$ cat src/rtl/tap_pkg.sv
package tap_pkg;

  localparam int IR_W = 8;

  localparam logic [IR_W-1:0] OP_BYPASS  = 8'hFF;
  localparam logic [IR_W-1:0] OP_EXTEST  = 8'h00;
  localparam logic [IR_W-1:0] OP_SAMPLE  = 8'h01;
  localparam logic [IR_W-1:0] OP_IDCODE  = 8'h02;
  localparam logic [IR_W-1:0] OP_CLAMP   = 8'h04;
  localparam logic [IR_W-1:0] OP_HIGHZ   = 8'h08;
  localparam logic [IR_W-1:0] IR_CAPTURE = 8'h01;

  typedef enum logic [3:0] {
    ST_RESET, ST_IDLE,
    ST_SEL_DR, ST_CAP_DR, ST_SH_DR, ST_EX1_DR, ST_PAU_DR, ST_EX2_DR, ST_UPD_DR,
    ST_SEL_IR, ST_CAP_IR, ST_SH_IR, ST_EX1_IR, ST_PAU_IR, ST_EX2_IR, ST_UPD_IR
  } tap_state_e;

  typedef enum logic [1:0] {PATH_BYP, PATH_ID, PATH_BSR} dr_path_e;

  typedef struct packed {
    dr_path_e path;
    logic     drive;    // pads take update latches
    logic     hiz;      // tri-state request
    logic     bsr_upd;  // update latches may load
  } ir_dec_t;

  function automatic ir_dec_t decode_op(input logic [IR_W-1:0] op);
    ir_dec_t d;
    d = '{path: PATH_BYP, drive: 1'b0, hiz: 1'b0, bsr_upd: 1'b0};
    case (op)
      OP_EXTEST: begin d.path = PATH_BSR; d.drive = 1'b1; d.bsr_upd = 1'b1; end
      OP_SAMPLE: begin d.path = PATH_BSR; d.bsr_upd = 1'b1; end
      OP_IDCODE: d.path = PATH_ID;
      OP_CLAMP:  d.drive = 1'b1;
      OP_HIGHZ:  d.hiz = 1'b1;
      default:   d.path = PATH_BYP;
    endcase
    return d;
  endfunction

endpackage

$ cat src/rtl/tap_fsm.sv
module tap_fsm
  import tap_pkg::*;
(
  input  logic       tck,
  input  logic       rst_n,
  input  logic       tms,
  output tap_state_e state
);

  localparam int RUN_LEN = 5;
  localparam int CNT_W   = $clog2(RUN_LEN + 1);

  tap_state_e state_nx;

  always_comb begin
    state_nx = state;
    case (state)
      ST_RESET:  state_nx = tms ? ST_RESET  : ST_IDLE;
      ST_IDLE:   state_nx = tms ? ST_SEL_DR : ST_IDLE;
      ST_SEL_DR: state_nx = tms ? ST_SEL_IR : ST_CAP_DR;
      ST_CAP_DR: state_nx = tms ? ST_EX1_DR : ST_SH_DR;
      ST_SH_DR:  state_nx = tms ? ST_EX1_DR : ST_SH_DR;
      ST_EX1_DR: state_nx = tms ? ST_UPD_DR : ST_PAU_DR;
      ST_PAU_DR: state_nx = tms ? ST_EX2_DR : ST_PAU_DR;
      ST_EX2_DR: state_nx = tms ? ST_UPD_DR : ST_SH_DR;
      ST_UPD_DR: state_nx = tms ? ST_SEL_DR : ST_IDLE;
      ST_SEL_IR: state_nx = tms ? ST_RESET  : ST_CAP_IR;
      ST_CAP_IR: state_nx = tms ? ST_EX1_IR : ST_SH_IR;
      ST_SH_IR:  state_nx = tms ? ST_EX1_IR : ST_SH_IR;
      ST_EX1_IR: state_nx = tms ? ST_UPD_IR : ST_PAU_IR;
      ST_PAU_IR: state_nx = tms ? ST_EX2_IR : ST_PAU_IR;
      ST_EX2_IR: state_nx = tms ? ST_UPD_IR : ST_SH_IR;
      ST_UPD_IR: state_nx = tms ? ST_SEL_DR : ST_IDLE;
      default:   state_nx = ST_RESET;
    endcase
  end

  always_ff @(posedge tck or negedge rst_n) begin
    if (!rst_n) state <= ST_RESET;
    else        state <= state_nx;
  end

  // run length of consecutive tms=1 samples, for the reset-path check
  logic [CNT_W-1:0] ones_run;
  always_ff @(posedge tck or negedge rst_n) begin
    if (!rst_n)                         ones_run <= '0;
    else if (!tms)                      ones_run <= '0;
    else if (ones_run != CNT_W'(RUN_LEN)) ones_run <= ones_run + 1'b1;
  end

  assert_five_ones_R1: assert property (@(posedge tck) disable iff (!rst_n)
    (ones_run == CNT_W'(RUN_LEN)) |-> (state == ST_RESET));

  assert_reset_hold_R1: assert property (@(posedge tck) disable iff (!rst_n)
    (state == ST_RESET && tms) |=> (state == ST_RESET));

endmodule

$ cat src/rtl/tap_ir.sv
module tap_ir
  import tap_pkg::*;
(
  input  logic       tck,
  input  logic       rst_n,
  input  tap_state_e state,
  input  logic       tdi,
  output logic       ir_lsb,
  output ir_dec_t    dec
);

  logic [IR_W-1:0] ir_sr, ir_sr_nx;
  logic            ir_sr_en;
  logic [IR_W-1:0] ir_act, ir_act_nx;
  logic            ir_act_en;

  // shift stage, rising edge
  always_comb begin
    ir_sr_en = 1'b0;
    ir_sr_nx = ir_sr;
    if (state == ST_CAP_IR) begin
      ir_sr_en = 1'b1;
      ir_sr_nx = IR_CAPTURE;
    end else if (state == ST_SH_IR) begin
      ir_sr_en = 1'b1;
      ir_sr_nx = {tdi, ir_sr[IR_W-1:1]};
    end
  end

  always_ff @(posedge tck or negedge rst_n) begin
    if (!rst_n)        ir_sr <= IR_CAPTURE;
    else if (ir_sr_en) ir_sr <= ir_sr_nx;
  end

  // active instruction latch, falling edge
  always_comb begin
    ir_act_en = (state == ST_RESET) || (state == ST_UPD_IR);
    ir_act_nx = (state == ST_RESET) ? OP_IDCODE : ir_sr;
  end

  always_ff @(negedge tck or negedge rst_n) begin
    if (!rst_n)         ir_act <= OP_IDCODE;
    else if (ir_act_en) ir_act <= ir_act_nx;
  end

  assign ir_lsb = ir_sr[0];
  assign dec    = decode_op(ir_act);

  assert_ir_capture_R3: assert property (@(posedge tck) disable iff (!rst_n)
    (state == ST_CAP_IR) |=> (ir_sr == IR_CAPTURE));

  assert_ir_stable_R4: assert property (@(posedge tck) disable iff (!rst_n)
    (state != ST_UPD_IR && state != ST_RESET) |-> $stable(ir_act));

endmodule

$ cat src/rtl/tap_dr.sv
module tap_dr
  import tap_pkg::*;
#(
  parameter int          NUM_IN  = 8,
  parameter int          NUM_OUT = 8,
  parameter logic [31:0] ID_CODE = 32'h1000_0FFF
) (
  input  logic               tck,
  input  logic               rst_n,
  input  tap_state_e         state,
  input  logic               tdi,
  input  ir_dec_t            dec,
  input  logic [NUM_IN-1:0]  pin_in,
  input  logic [NUM_OUT-1:0] core_out,
  output logic               dr_lsb,
  output logic [NUM_OUT-1:0] pin_out
);

  localparam int BSR_LEN = NUM_IN + NUM_OUT;
  localparam int ID_W    = 32;

  logic cap, shf;
  assign cap = (state == ST_CAP_DR);
  assign shf = (state == ST_SH_DR);

  // capture vector, one source per cell
  logic [BSR_LEN-1:0] cap_vec;
  for (genvar i = 0; i < BSR_LEN; i++) begin : g_cell
    if (i < NUM_IN) begin : g_in
      assign cap_vec[i] = pin_in[i];
    end else begin : g_out
      assign cap_vec[i] = core_out[i-NUM_IN];
    end
  end

  // bypass stage
  logic byp_sr, byp_nx, byp_en;
  always_comb begin
    byp_en = (dec.path == PATH_BYP) && (cap || shf);
    byp_nx = cap ? 1'b0 : tdi;
  end
  always_ff @(posedge tck or negedge rst_n) begin
    if (!rst_n)      byp_sr <= 1'b0;
    else if (byp_en) byp_sr <= byp_nx;
  end

  // identification register
  logic [ID_W-1:0] id_sr, id_nx;
  logic            id_en;
  always_comb begin
    id_en = (dec.path == PATH_ID) && (cap || shf);
    id_nx = cap ? {ID_CODE[ID_W-1:1], 1'b1} : {tdi, id_sr[ID_W-1:1]};
  end
  always_ff @(posedge tck or negedge rst_n) begin
    if (!rst_n)     id_sr <= '0;
    else if (id_en) id_sr <= id_nx;
  end

  // boundary chain shift stage
  logic [BSR_LEN-1:0] bsr_sr, bsr_nx;
  logic               bsr_en;
  always_comb begin
    bsr_en = (dec.path == PATH_BSR) && (cap || shf);
    if (cap) bsr_nx = cap_vec;
    else     bsr_nx = {tdi, bsr_sr[BSR_LEN-1:1]};
  end
  always_ff @(posedge tck or negedge rst_n) begin
    if (!rst_n)      bsr_sr <= '0;
    else if (bsr_en) bsr_sr <= bsr_nx;
  end

  // boundary update latches, falling edge
  logic [BSR_LEN-1:0] bsr_upd;
  logic               upd_en;
  assign upd_en = (state == ST_UPD_DR) && dec.bsr_upd;
  always_ff @(negedge tck or negedge rst_n) begin
    if (!rst_n)      bsr_upd <= '0;
    else if (upd_en) bsr_upd <= bsr_sr;
  end

  always_comb begin
    case (dec.path)
      PATH_ID:  dr_lsb = id_sr[0];
      PATH_BSR: dr_lsb = bsr_sr[0];
      default:  dr_lsb = byp_sr;
    endcase
  end

  assign pin_out = dec.drive ? bsr_upd[NUM_IN +: NUM_OUT] : core_out;

  assert_bypass_zero_R6: assert property (@(posedge tck) disable iff (!rst_n)
    (cap && dec.path == PATH_BYP) |=> (byp_sr == 1'b0));

  assert_id_lsb_R7: assert property (@(posedge tck) disable iff (!rst_n)
    (cap && dec.path == PATH_ID) |=> id_sr[0]);

  assert_upd_hold_R9: assert property (@(posedge tck) disable iff (!rst_n)
    !(state == ST_UPD_DR && dec.bsr_upd) |-> $stable(bsr_upd));

endmodule

$ cat src/rtl/jtag_tap.sv
module jtag_tap
  import tap_pkg::*;
#(
  parameter int          NUM_IN  = 8,
  parameter int          NUM_OUT = 8,
  parameter logic [31:0] ID_CODE = 32'h1000_0FFF
) (
  input  logic               tck,
  input  logic               trst_n,
  input  logic               tms,
  input  logic               tdi,
  input  logic [NUM_IN-1:0]  pin_in,
  input  logic [NUM_OUT-1:0] core_out,
  output logic               tdo,
  output logic               tdo_oe,
  output logic [NUM_OUT-1:0] pin_out,
  output logic               pad_hiz,
  output logic               bsr_drive
);

  localparam int SYNC_W = 2;

  // asynchronous assert, synchronous release
  logic [SYNC_W-1:0] rst_sync;
  logic              rst_n;
  always_ff @(posedge tck or negedge trst_n) begin
    if (!trst_n) rst_sync <= '0;
    else         rst_sync <= {rst_sync[SYNC_W-2:0], 1'b1};
  end
  assign rst_n = rst_sync[SYNC_W-1];

  tap_state_e state;
  ir_dec_t    dec;
  logic       ir_lsb, dr_lsb;

  tap_fsm u_fsm (
    .tck   (tck),
    .rst_n (rst_n),
    .tms   (tms),
    .state (state)
  );

  tap_ir u_ir (
    .tck    (tck),
    .rst_n  (rst_n),
    .state  (state),
    .tdi    (tdi),
    .ir_lsb (ir_lsb),
    .dec    (dec)
  );

  tap_dr #(.NUM_IN(NUM_IN), .NUM_OUT(NUM_OUT), .ID_CODE(ID_CODE)) u_dr (
    .tck      (tck),
    .rst_n    (rst_n),
    .state    (state),
    .tdi      (tdi),
    .dec      (dec),
    .pin_in   (pin_in),
    .core_out (core_out),
    .dr_lsb   (dr_lsb),
    .pin_out  (pin_out)
  );

  // serial output, falling edge
  logic tdo_nx, oe_nx, tdo_en;
  always_comb begin
    oe_nx  = (state == ST_SH_IR) || (state == ST_SH_DR);
    tdo_en = oe_nx;
    tdo_nx = (state == ST_SH_IR) ? ir_lsb : dr_lsb;
  end
  always_ff @(negedge tck or negedge rst_n) begin
    if (!rst_n) begin
      tdo    <= 1'b0;
      tdo_oe <= 1'b0;
    end else begin
      tdo_oe <= oe_nx;
      if (tdo_en) tdo <= tdo_nx;
    end
  end

  assign pad_hiz   = dec.hiz;
  assign bsr_drive = dec.drive;

  assert_oe_shift_only_R12: assert property (@(posedge tck) disable iff (!rst_n)
    tdo_oe |-> (state == ST_SH_IR || state == ST_SH_DR));

  assert_hiz_bypass_R11: assert property (@(posedge tck) disable iff (!rst_n)
    pad_hiz |-> (!bsr_drive && pin_out == core_out));

endmodule

$ cat config.mk
export PLATFORM = sky130hd
export DESIGN_NAME = jtag_tap
export DESIGN_NICKNAME = d
export VERILOG_FILES = /design/src/rtl/tap_pkg.sv /design/src/rtl/tap_fsm.sv /design/src/rtl/tap_ir.sv /design/src/rtl/tap_dr.sv /design/src/rtl/jtag_tap.sv
export SDC_FILE = /design/constraint.sdc
export NUM_CORES = 1
export LEC_CHECK = 0
export BUFFER_PORTS_ARGS = -buffer_cell sky130_fd_sc_hd__buf_2
export CAP_MARGIN = 10
export CORE_MARGIN = 1.5
export CORE_UTILIZATION = 55
export CTS_CLUSTER_DIAMETER = 50
export DETAILED_ROUTE_END_ITERATION = 6
export HOLD_SLACK_MARGIN = 0.08
export PLACE_DENSITY = 0.78
export SLEW_MARGIN = 20
export SYNTH_ARGS = -nofsm -noshare
export SYNTH_HDL_FRONTEND = slang
export SYNTH_SLANG_ARGS = --single-unit
export TNS_END_PERCENT = 10
$ cat constraint.sdc
create_clock -name tck -period 5.8 [get_ports tck]
set_input_delay 1.16 -clock tck [delete_from_list [all_inputs] [get_ports tck]]
set_output_delay 1.16 -clock tck [all_outputs]
set_load 0.01 [all_outputs]
# --- Word-level counts from Yosys, hierarchy flattened ---
# Cells that the tools add are included.
totals:
  ff_bits: 89
  in_bits: 20
  output_inout_bits: 12
  wordCells: 76
classes:
  n_eq_ne: 21
  mux: 28
  reduce_logical: 17
ops:
  columns: ["operator", "count"]
  rows:
  - ["4-bit one-hot mux with 12 select lines", 1]
  - ["4-bit equality test, second input constant", 8]
  - ["32-bit two-way mux", 1]
  - ["8-bit two-way mux", 4]
  - ["4-bit by 3-bit equality test with 1-bit output, second input constant", 4]
  - ["16-bit two-way mux", 1]
  - ["4-bit two-way mux", 4]
  - ["1-bit two-way mux", 10]
  - ["4-bit by 2-bit equality test with 1-bit output, second input constant", 2]
  - ["8-bit by 1-bit equality test with 1-bit output, second input constant", 1]
  - ["8-bit by 2-bit equality test with 1-bit output, second input constant", 1]
  - ["8-bit by 3-bit equality test with 1-bit output, second input constant", 1]
  - ["8-bit by 4-bit equality test with 1-bit output, second input constant", 1]
  - ["8-bit zero test", 1]
  - ["2-bit OR reduction", 4]
  - ["2-bit two-way mux", 3]
  - ["3-bit two-way mux", 2]
  - ["4-bit by 1-bit equality test with 1-bit output, second input constant", 1]
  - ["1-bit logical AND", 4]
  - ["4-bit zero test", 1]
  - ["2-bit one-hot mux with 2 select lines", 1]
  - ["1-bit logical OR", 3]
  - ["3-bit OR reduction", 1]
  - ["2-bit by 1-bit equality test with 1-bit output, second input constant", 1]
  - ["other kinds (5)", 5]

# --- Longest topological paths before layout ---
# Gate-level depths: netlist of the first run.
depth:
  word_depth: 6
  depth_mapped: 7
  depth_no_buf: 7

# --- Cells and area by module ---
# Synthesis of the first run repeated with hierarchy kept, for this count alone.
hier_totals:
  cells_unflattened: 345
  hier_area_um2: 4068.9
by_module_without_submodules:
  columns: ["module", "n_inst", "cells_per_inst", "area_per_inst_um2", "seq_area_each_um2"]
  rows:
  - ["tap_dr", 1, 212, 2867.8, 1426.4]
  - ["tap_ir", 1, 83, 739.5, 402.9]
  - ["tap_fsm", 1, 40, 315.3, 100.1]
  - ["jtag_tap", 1, 10, 146.4, 100.1]

==> impl_results.md, run 1 <==
* MaxCap Viol Count at 0
* Worst slew margin at 0.479
* Die X at slightly below 90 um
* DP Area at approximately 4300 sq um
* Die Ht at ~88 um
* Core Box Area at 6910 sq um
* Detailed-route via count at 2624
* Setup ws final at -373 ps
* Final HPWL DP at 4.50 mm
* Post-synthesis async set-or-reset flop share at 1.00
* Layout area overhead at 14.0%
* Post-synth EDFFs at 0
* Sequential cell area at slightly above 2000 sq um
* # rows at 30
* Initial core utilization at 0.577
* Final WL at ~6.8 mm
* Kind of critical path: reg2out
* Synthesized Nets at around 380
* Clock Skews at around 54 ps
* CP Max Fanout at 9
* Hold Buf Count CTS at 0
* Initial DRC count at 136
* Clock transition at path regs at ~80 ps
* Ports at 32
* Maximum vdd drop at between 0.0002 and 0.00025 V
* Multi-input logic area at between 1500 and 2000 sq um
* Seq cells post-synth at 81
* Pin count of the biggest net entering global routing at 60
* Actual slew at the worst max-slew pin at between 700 and 800 ps
* Worst EP required at 4640 ps
* First-pass GRT wire length at roughly 12 mm
* Cell variety after synth at 49
* Seq/Total Area, Yosys at 0.510
* Design area at approximately 4500 sq um
* Vias in the first global route at ~2600
* Failing checks: setup timing
* Post-Place Cells at ~470
* Pleak at around 0.0022 uW
* Post-synthesis cell area at between 3000 and 4000 sq um
* YS warnings at 0
* Status: complete, but fails checks
* Final GP Congestion at approximately 0.75
* Cell Pwr Density at 469 nW/um^2
* Nets at between 400 and 500
* Initial antenna violation count at 0
* Share of post-route cells with drive strength above 1 at 0.327
* Top FF cell, synth: dfrtp_1
* Endpoints failing setup at 10
* Inserted Clock Buffers at 9
* CP Data Arrival Time at about 5000 ps
* Clk root buf: clkbuf_8
* Clock tree from TritonCTS: built
* Buffers on Ports at 31
* Antenna cells at 0
* Post-Syn Area per Cell at between 10 and 15 sq um
* Crit start category: flip-flop
* Drt pass-1 iters at 4
* CTS Buffer Depth at 2
* Die area at about 7800 sq um
* Unrepaired setup endpoints after global routing: yes
* ANT nets after route at 0
* Overall Global Routing Usage at 0.196
* Clock Sinks at 81
* Max-slew violation count at 0
* CTS HTree Levels at 3
* Most common cell after layout, fill and taps aside: dfrtp_1
* Hold/Removal Path Class: reg2reg
* Average wire per standard cell at roughly 14 um
* Grt total ovfl at 0
* Fillcell total at approximately 540
* Hold Fails Final Rpt at 0
* Yosys top cell by area: dfrtp_1
* Cell count after synthesis at 356
* Clk Latency, worst-skew pair at around 400 ps
* Vias per inst at approximately 5.4
* Top-area cell type share of the netlist area at 0.390
* Commonest non-fill, non-tap cells in the layout: dfrtp_1, mux2_2, nand2_1
* Top post-synthesis cells by area: dfrtp_1, mux2_2, dfrtn_1
* DRC viols at 0
* Crit end category: output port
* Layout Cells excl Fill at just under 500
final timing paths:
| check | startpoint | end | slack [ps] | cells past startpoint |
|---|---|---|---|---|
| worst max-delay path | u_ir.ir_act[5] | pin_out[7] | -370 | 5 |
| worst min-delay path | rst_sync[0] | rst_sync[1] | 350 | 0 |
| worst max register to register | u_ir.ir_act[5] | u_dr.id_sr[20] | 250 | 9 |
| worst min register to register | rst_sync[0] | rst_sync[1] | 350 | 0 |
| max in group asynchronous | rst_sync[1] | u_dr.bsr_upd[15] | 2090 | 0 |
| min in group asynchronous | rst_sync[1] | u_dr.bsr_sr[11] | 400 | 0 |
timing repair:
item / in CTS / in global routing
endpoints found under the setup margin: 10 / 10
gates resized for setup: 11 / 4
setup buffers: 0 / 0
pin swaps: 1 / 0
critical path: stages (launching register included):
cell	delay, ps
dfrtn_1	350
or4_4	560
nor4_4	220
buf_12	180
mux2_2	340
buf_6	120
area by class of cell:
class,instances,area share
clock buffer,9,0.0273
clock inverter,8,0.0182
inverter,21,0.0174
multi-input combinational,228,0.391
sequential,81,0.448
tap,96,0.0265
timing repair buffer,44,0.0722
state kept, by name, indices dropped and copies added (netlist names):
register	flops
tdo	1
u_ir.ir_sr	8
u_dr.bsr_sr	16
u_dr.bsr_upd	8
u_ir.ir_act	8
u_fsm.state	4
rst_sync	2
tdo_oe	1
u_dr.id_sr	32
u_dr.byp_sr	1
cells in the mapped netlist (3+ instances only):
cell type	number
buf_1	3
inv_1	22
buf_6	5
a21oi_1	13
ha_1	3
buf_2	4
o21ai_0	16
nor2b_1	4
dfrtp_1	62
nor2_1	29
clkbuf_1	12
mux2i_1	16
o22ai_1	7
mux2_1	8
mux2_2	56
dfrtn_1	17
nand2_1	36
per-layer routing:
layer,vias to the layer above,GRT usage,routed length [um]
met3,6,0.0528,259
met2,54,0.337,3450
met4,0,0.0639,42
met5,-,0,0
li1,1292,-,-
met1,1272,0.241,3030
metrics by stage:
stage,utilization,hold slack (ps),power (uW),worst slack (ps),TNS [ps]
3_5_place_dp,0.617,335,1710,-31.2,-120
4_1_cts,0.655,358,2150,-389,-3320
6_report,0.657,353,2130,-373,-3000
5_1_grt,0.657,363,2290,-454,-3800
3_3_place_gp,0.617,338,1670,23.9,0
2_1_floorplan,-,331,1540,-18.2,-146
logic make-up (layout without fill, tap and decap cells):
logic type	after synthesis	count (layout)	share of synthesized area
AO/OA/AOI/OAI	50	50	0.0817
adder cells (fa/ha/maj)	3	3	0.00943
AND/OR/NAND/NOR	94	94	0.121
buffers and inverters	47	82	0.0559
other	1	1	0.000942
multiplexers	80	80	0.221
flip-flops	81	81	0.510
power breakdown:
part / switching (uW) / total [uW] / internal [uW]
registers: 120 / 858 / 738
clock network: 213 / 417 / 204
logic: 413 / 852 / 439
total: 747 / 2130 / 1380
Note: power is estimated with default switching activity, not from simulation.
==> run 2: changes to the inputs <==
--- a/config.mk
+++ b/config.mk
@@ -13,6 +13,7 @@
 export DETAILED_ROUTE_END_ITERATION = 6
 export HOLD_SLACK_MARGIN = 0.08
 export PLACE_DENSITY = 0.78
+export SKIP_CTS_REPAIR_TIMING = 1
 export SLEW_MARGIN = 20
 export SYNTH_ARGS = -nofsm -noshare
 export SYNTH_HDL_FRONTEND = slang
==> constraint.sdc (replaced) <==
create_clock -name tck -period 5.7 [get_ports tck]
set_input_delay 1.14 -clock tck [delete_from_list [all_inputs] [get_ports tck]]
set_output_delay 1.14 -clock tck [all_outputs]
set_load 0.01 [all_outputs]
==> run 2 against run 1 <==
The flow still finishes with violations (setup timing). Power increased by 7.2%. Via count increased by 0.69%. Sequential power increased by 2%. Critical path depth unchanged. Register-to-register slack improved by 90 ps. Final cell count increased by 0.21%. Clock power increased by 28%. Sequential share of layout area decreased by 0.42 points. Cell area increased by 0.94%. Count of clock-buffer cells in the layout increased by 2. Global-route usage decreased by 0.15 points. Combinational power increased by 2%. Critical path type unchanged. Largest cell class unchanged.
==> impl_results.md, run 2 (synthesis results as in run 1) <==
* Worst EP required at 4560 ps (-80 ps)
* Worst slew margin at 0.473 (-0.00581)
* Clock Skews at 47.7 ps (-6.59 ps)
* Core Box Area at 6910 sq um (unchanged)
* MaxCap Viol Count at 0 (unchanged)
* Crit start category: flip-flop
* Hold Fails Final Rpt at 0 (unchanged)
* Grt total ovfl at 0 (unchanged)
* ANT nets after route at 0 (unchanged)
* Cell Pwr Density at 497 nW/um^2 (+6.2%)
* CTS Buffer Depth at 2 (unchanged)
* Die area at 7760 sq um (unchanged)
* Largest register FFs at 32 (unchanged)
* Die X at 88.1 um (unchanged)
* CP Max Fanout at 9 (unchanged)
* Pleak at 0.00217 uW (+0.62%)
* Status: complete, but fails checks
* Antenna cells at 0 (unchanged)
* Regs by FF count: u_dr.id_sr: 32 flops, u_dr.bsr_sr: 16 flops
* Initial DRC count at 147 (+8.1%)
* Max-slew violation count at 0 (unchanged)
* Nets at 410 (+0.24%)
* Most common cell after layout, fill and taps aside: dfrtp_1
* Layout area overhead at 15.1%
* Sequential cell area at 2030 sq um (unchanged)
* Crit end category: output port
* Commonest non-fill, non-tap cells in the layout: dfrtp_1, mux2_2, nand2_1
* CTS HTree Levels at 3 (unchanged)
* Unrepaired setup endpoints after global routing: yes
* Dpl ws at -9.95 ps (+21.2 ps)
* Average wire per standard cell at 14.0 um (+0.68%)
* Final GP Congestion at 0.752 (+0.79%)
* CP Data Arrival Time at 4910 ps (-100 ps)
* First-pass GRT wire length at 11.7 mm (+0.17%)
* Share of post-route cells with drive strength above 1 at 0.324 (-0.00339)
* Detailed-route via count at 2642 (+0.69%)
* Clock tree from TritonCTS: built
* Ports at 32 (unchanged)
* Buffers on Ports at 31 (unchanged)
* DRC viols at 0 (unchanged)
* Pwr Total at 2280 uW (+7.2%)
* # rows at 30 (unchanged)
* Drt pass-1 iters at 4 (unchanged)
* Actual slew at the worst max-slew pin at 791 ps (+8.71 ps)
* Endpoints failing setup at 10 (unchanged)
* Kind of critical path: reg2out
* Initial antenna violation count at 0 (unchanged)
* Failing checks: setup timing
* Fillcell total at 564 (+4.8%)
* Vias in the first global route at 2616 (+1.6%)
* Overall Global Routing Usage at 0.195 (-0.00149)
* Die Ht at 88.1 um (unchanged)
* Clock transition at path regs at 70 ps (about the same)
* Reg with most FFs: u_dr.id_sr
* Setup ws final at -349 ps (+24.9 ps)
* Initial core utilization at 0.577 (unchanged)
* Inserted Clock Buffers at 9 (unchanged)
* Clk Latency, worst-skew pair at 370 ps (-20 ps)
* Clock Sinks at 81 (unchanged)
* Pin count of the biggest net entering global routing at 60 (unchanged)
* Multi-input logic area at 1750 sq um (-1.3%)
* Final WL at 6.85 mm (+0.88%)
* Hold/Removal Path Class: reg2reg
* Maximum vdd drop at 0.000268 V (+15%)
* Clk root buf: clkbuf_8
* Vias per inst at 5.41 (+0.48%)
* Final HPWL DP at 4.51 mm (+0.28%)
==> run 2: cell count changes in the layout (fill, tap and decap cells not counted), sizes merged <==
cell,before,now
clkinv,2,1
buf,44,45
bufinv,1,4
inv,24,22
clkbuf,9,11
clkinvlp,2,0
==> run 2: routing by layer <==
metal	track usage	vias to the layer above	routed length [um]
met2	0.328	37	3410
met1	0.252	1308	3210
met5	0	-	0
li1	-	1290	-
met4	0.0767	0	74
met3	0.0339	7	152
==> run 2: path summary, 6_finish.rpt <==
kind / from / endpoint / slack, ps / depth (start not counted)
max: u_ir.ir_act[5] / pin_out[6] / -350 / 5
min: rst_sync[0] / rst_sync[1] / 360 / 0
max reg2reg: u_ir.ir_act[5] / u_dr.id_sr[26] / 340 / 9
min reg2reg: rst_sync[0] / rst_sync[1] / 360 / 0
max in group asynchronous: rst_sync[1] / u_dr.bsr_upd[12] / 2020 / 0
min in group asynchronous: rst_sync[1] / u_dr.id_sr[31] / 390 / 0
==> run 2: cell type report <==
class	instances	area share
tap	96	0.0262
multi-input combinational	228	0.382
sequential	81	0.444
clock buffer	11	0.0287
timing repair buffer	45	0.0732
inverter	21	0.0172
clock inverter	6	0.0289
==> run 2: power by group <==
group | internal, uW | switching [uW] | leakage, uW
clock network | 337 | 196 | 0.000133
registers | 751 | 124 | 0.00103
logic | 449 | 422 | 0.00100
total | 1540 | 742 | 0.00217
==> run 2: through the flow <==
stage                     setup TNS, ps   util  instances  hold WS [ps]  cell area, sq um
after floorplan                    -386      -        356           331              3980
after global placement            -4.86  0.618        472           339              4270
after detailed placement          -35.8  0.618        472           337              4270
after CTS                         -3290  0.655        488           363              4530
after global routing              -3900  0.664        488           372              4580
final                             -3030  0.664        488           360              4580
==> run 2: worst max-delay path, stage by stage, from the launching register on <==
cell and delay, ps:
dfrtn_1 340, or4_4 560, nor4_4 200, buf_12 170, mux2_2 340, buf_6 120
==> run 3: changes to the inputs <==
--- a/config.mk
+++ b/config.mk
@@ -8,11 +8,12 @@
 export BUFFER_PORTS_ARGS = -buffer_cell sky130_fd_sc_hd__buf_2
 export CAP_MARGIN = 10
 export CORE_MARGIN = 1.5
-export CORE_UTILIZATION = 55
+export CORE_UTILIZATION = 45
 export CTS_CLUSTER_DIAMETER = 50
 export DETAILED_ROUTE_END_ITERATION = 6
 export HOLD_SLACK_MARGIN = 0.08
-export PLACE_DENSITY = 0.78
+export PLACE_DENSITY = 0.67
+export REMOVE_ABC_BUFFERS = 1
 export SKIP_CTS_REPAIR_TIMING = 1
 export SLEW_MARGIN = 20
 export SYNTH_ARGS = -nofsm -noshare
==> run 3 against run 2 <==
First-iteration DRC count shrank 8.2%. Register-to-register slack gained 30 ps. Highest routed layer unchanged. Cell area shrank 2.0%. Via count grew 0.19%. Critical endpoint is now pin_out[5]. The flow still finishes with violations (setup timing). Count of clock-buffer cells in the layout shrank 1. Critical path type unchanged. Routed wire length grew 5.9%. Utilization shrank 14 points. Worst hold slack gained 9.8 ps.
==> impl_results.md, run 3 (synthesis results as in run 1) <==
* # rows at 34 (+13%)
* Worst slew margin at 0.433 (-0.0403)
* Cell Chain, Critical Path: or4_4 > nor4_4 > buf_6 > mux2_2 > buf_2
* CP Data Arrival Time at 4890 ps (-20 ps)
* Clock Skews at 59.9 ps (+12.1 ps)
* Initial antenna violation count at 0 (unchanged)
* CP top delay family: simple AND/OR/NAND/NOR gates
* Die Ht at 97.1 um (+10%)
* Die area at 9420 sq um (+21%)
* Average wire per standard cell at 14.6 um (+4.0%)
* First-pass GRT wire length at 12.8 mm (+9.4%)
* Overall Global Routing Usage at 0.168 (-0.0274)
* Vias in the first global route at 2728 (+4.3%)
* Reg with most FFs: u_dr.id_sr
* Clk Latency, worst-skew pair at 380 ps (about the same)
* Fillcell total at 787 (+40%)
* Pleak at 0.00212 uW (-2.3%)
* MaxCap Viol Count at 0 (unchanged)
* Critical path depth at 5 (unchanged)
* Pin count of the biggest net entering global routing at 55 (-8.3%)
* Cell Pwr Density at 487 nW/um^2 (-2.2%)
* Initial DRC count at 135 (-8.2%)
* Kind of critical path: reg2out
* Slowest CP cell: or4_4
* Final WL at 7.25 mm (+5.9%)
* Actual slew at the worst max-slew pin at 851 ps (+60.4 ps)
* Clock Sinks at 81 (unchanged)
* Final HPWL DP at 4.71 mm (+4.4%)
* Most common cell after layout, fill and taps aside: dfrtp_1
* DRC viols at 0 (unchanged)
* Die X at 97.1 um (+10%)
* CP Max Fanout at 9 (unchanged)
* Final Util at 0.520 (-0.144)
* Critical path's largest stage delay at 560 ps (about the same)
* Hold/Removal Path Class: reg2reg
* Ports at 32 (unchanged)
* Clock transition at path regs at 80 ps (about the same)
* ANT nets after route at 0 (unchanged)
* Hold slack final at 370 ps (+9.82 ps)
* Detailed-route via count at 2647 (+0.19%)
* Grt total ovfl at 0 (unchanged)
* Max-slew violation count at 0 (unchanged)
* Clk root buf: clkbuf_8
* Largest register FFs at 32 (unchanged)
* Crit end category: output port
* Antenna cells at 0 (unchanged)
* Hold Fails Final Rpt at 0 (unchanged)
* Regs by FF count: u_dr.id_sr: 32 flops, u_dr.bsr_sr: 16 flops
* Initial core utilization at 0.461 (-0.115)
* Nets at 407 (-0.73%)
* Maximum vdd drop at 0.000206 V (-23%)
* Worst EP required at 4560 ps (about the same)
* Hold depth at 0 (unchanged)
* Layout area overhead at 12.7%
* CTS Buffer Depth at 2 (unchanged)
* Commonest non-fill, non-tap cells in the layout: dfrtp_1, mux2_2, nand2_1
* Clock tree from TritonCTS: built
* Inserted Clock Buffers at 9 (unchanged)
* Status: complete, but fails checks
* Failing checks: setup timing
* Critical path buffers and inverters at 2 (unchanged)
* Setup ws final at -334 ps (+14.3 ps)
* Drt pass-1 iters at 4 (unchanged)
* Share of post-route cells with drive strength above 1 at 0.324 (about the same)
* Unrepaired setup endpoints after global routing: yes
* Crit start category: flip-flop
* Vias per inst at 5.33 (-1.6%)
* Buffers on Ports at 31 (unchanged)
* Core Box Area at 8640 sq um (+25%)
* R2R cell count at 8 (-1)
* Endpoints failing setup at 9 (-1)
* Final GP Congestion at 0.746 (-0.78%)
* CTS HTree Levels at 3 (unchanged)
[run 3: worst paths after layout]
check / start / end / slack, ps
setup reg to reg: u_ir.ir_act[5] / u_dr.id_sr[24] / 370
min in group asynchronous: rst_sync[1] / u_dr.bsr_sr[9] / 390
setup / recovery: u_ir.ir_act[5] / pin_out[5] / -330
hold reg to reg: rst_sync[0] / rst_sync[1] / 370
hold / removal: rst_sync[0] / rst_sync[1] / 370
max in group asynchronous: rst_sync[1] / u_ir.ir_act[3] / 2040
[run 3: power breakdown]
part,internal [uW],total [uW],switching (uW),leakage (uW)
logic,427,838,412,0.000975
clock network,249,463,214,0.000112
registers,751,883,132,0.00103
[run 3: layout make-up]
cell class / count / area (sq um) / share of cell area
timing repair buffer: 42 / 267 / 0.0594
tap: 108 / 135 / 0.0301
clock inverter: 7 / 93.8 / 0.0209
multi-input combinational: 228 / 1750 / 0.391
clock buffer: 10 / 128 / 0.0284
sequential: 81 / 2030 / 0.453
inverter: 21 / 78.8 / 0.0176
[run 3: layer usage]
layer	global-route usage	wire length, um	up-vias
li1	-	-	1278
met4	0.0769	144	0
met2	0.269	3470	35
met1	0.226	3480	1322
met3	0.0223	157	12
met5	0	0	-
[run 3: stage by stage]
step	setup TNS (ps)	cell area (sq um)	total power, uW	setup WS, ps	cells
detailed placement	-32.8	4250	1740	-11.7	481
global route	-3510	4490	2350	-408	497
finish	-2790	4490	2180	-334	497
CTS	-3420	4460	2200	-387	497
floorplan	-386	3840	1500	-48.2	331
global placement	0	4250	1700	10.8	481
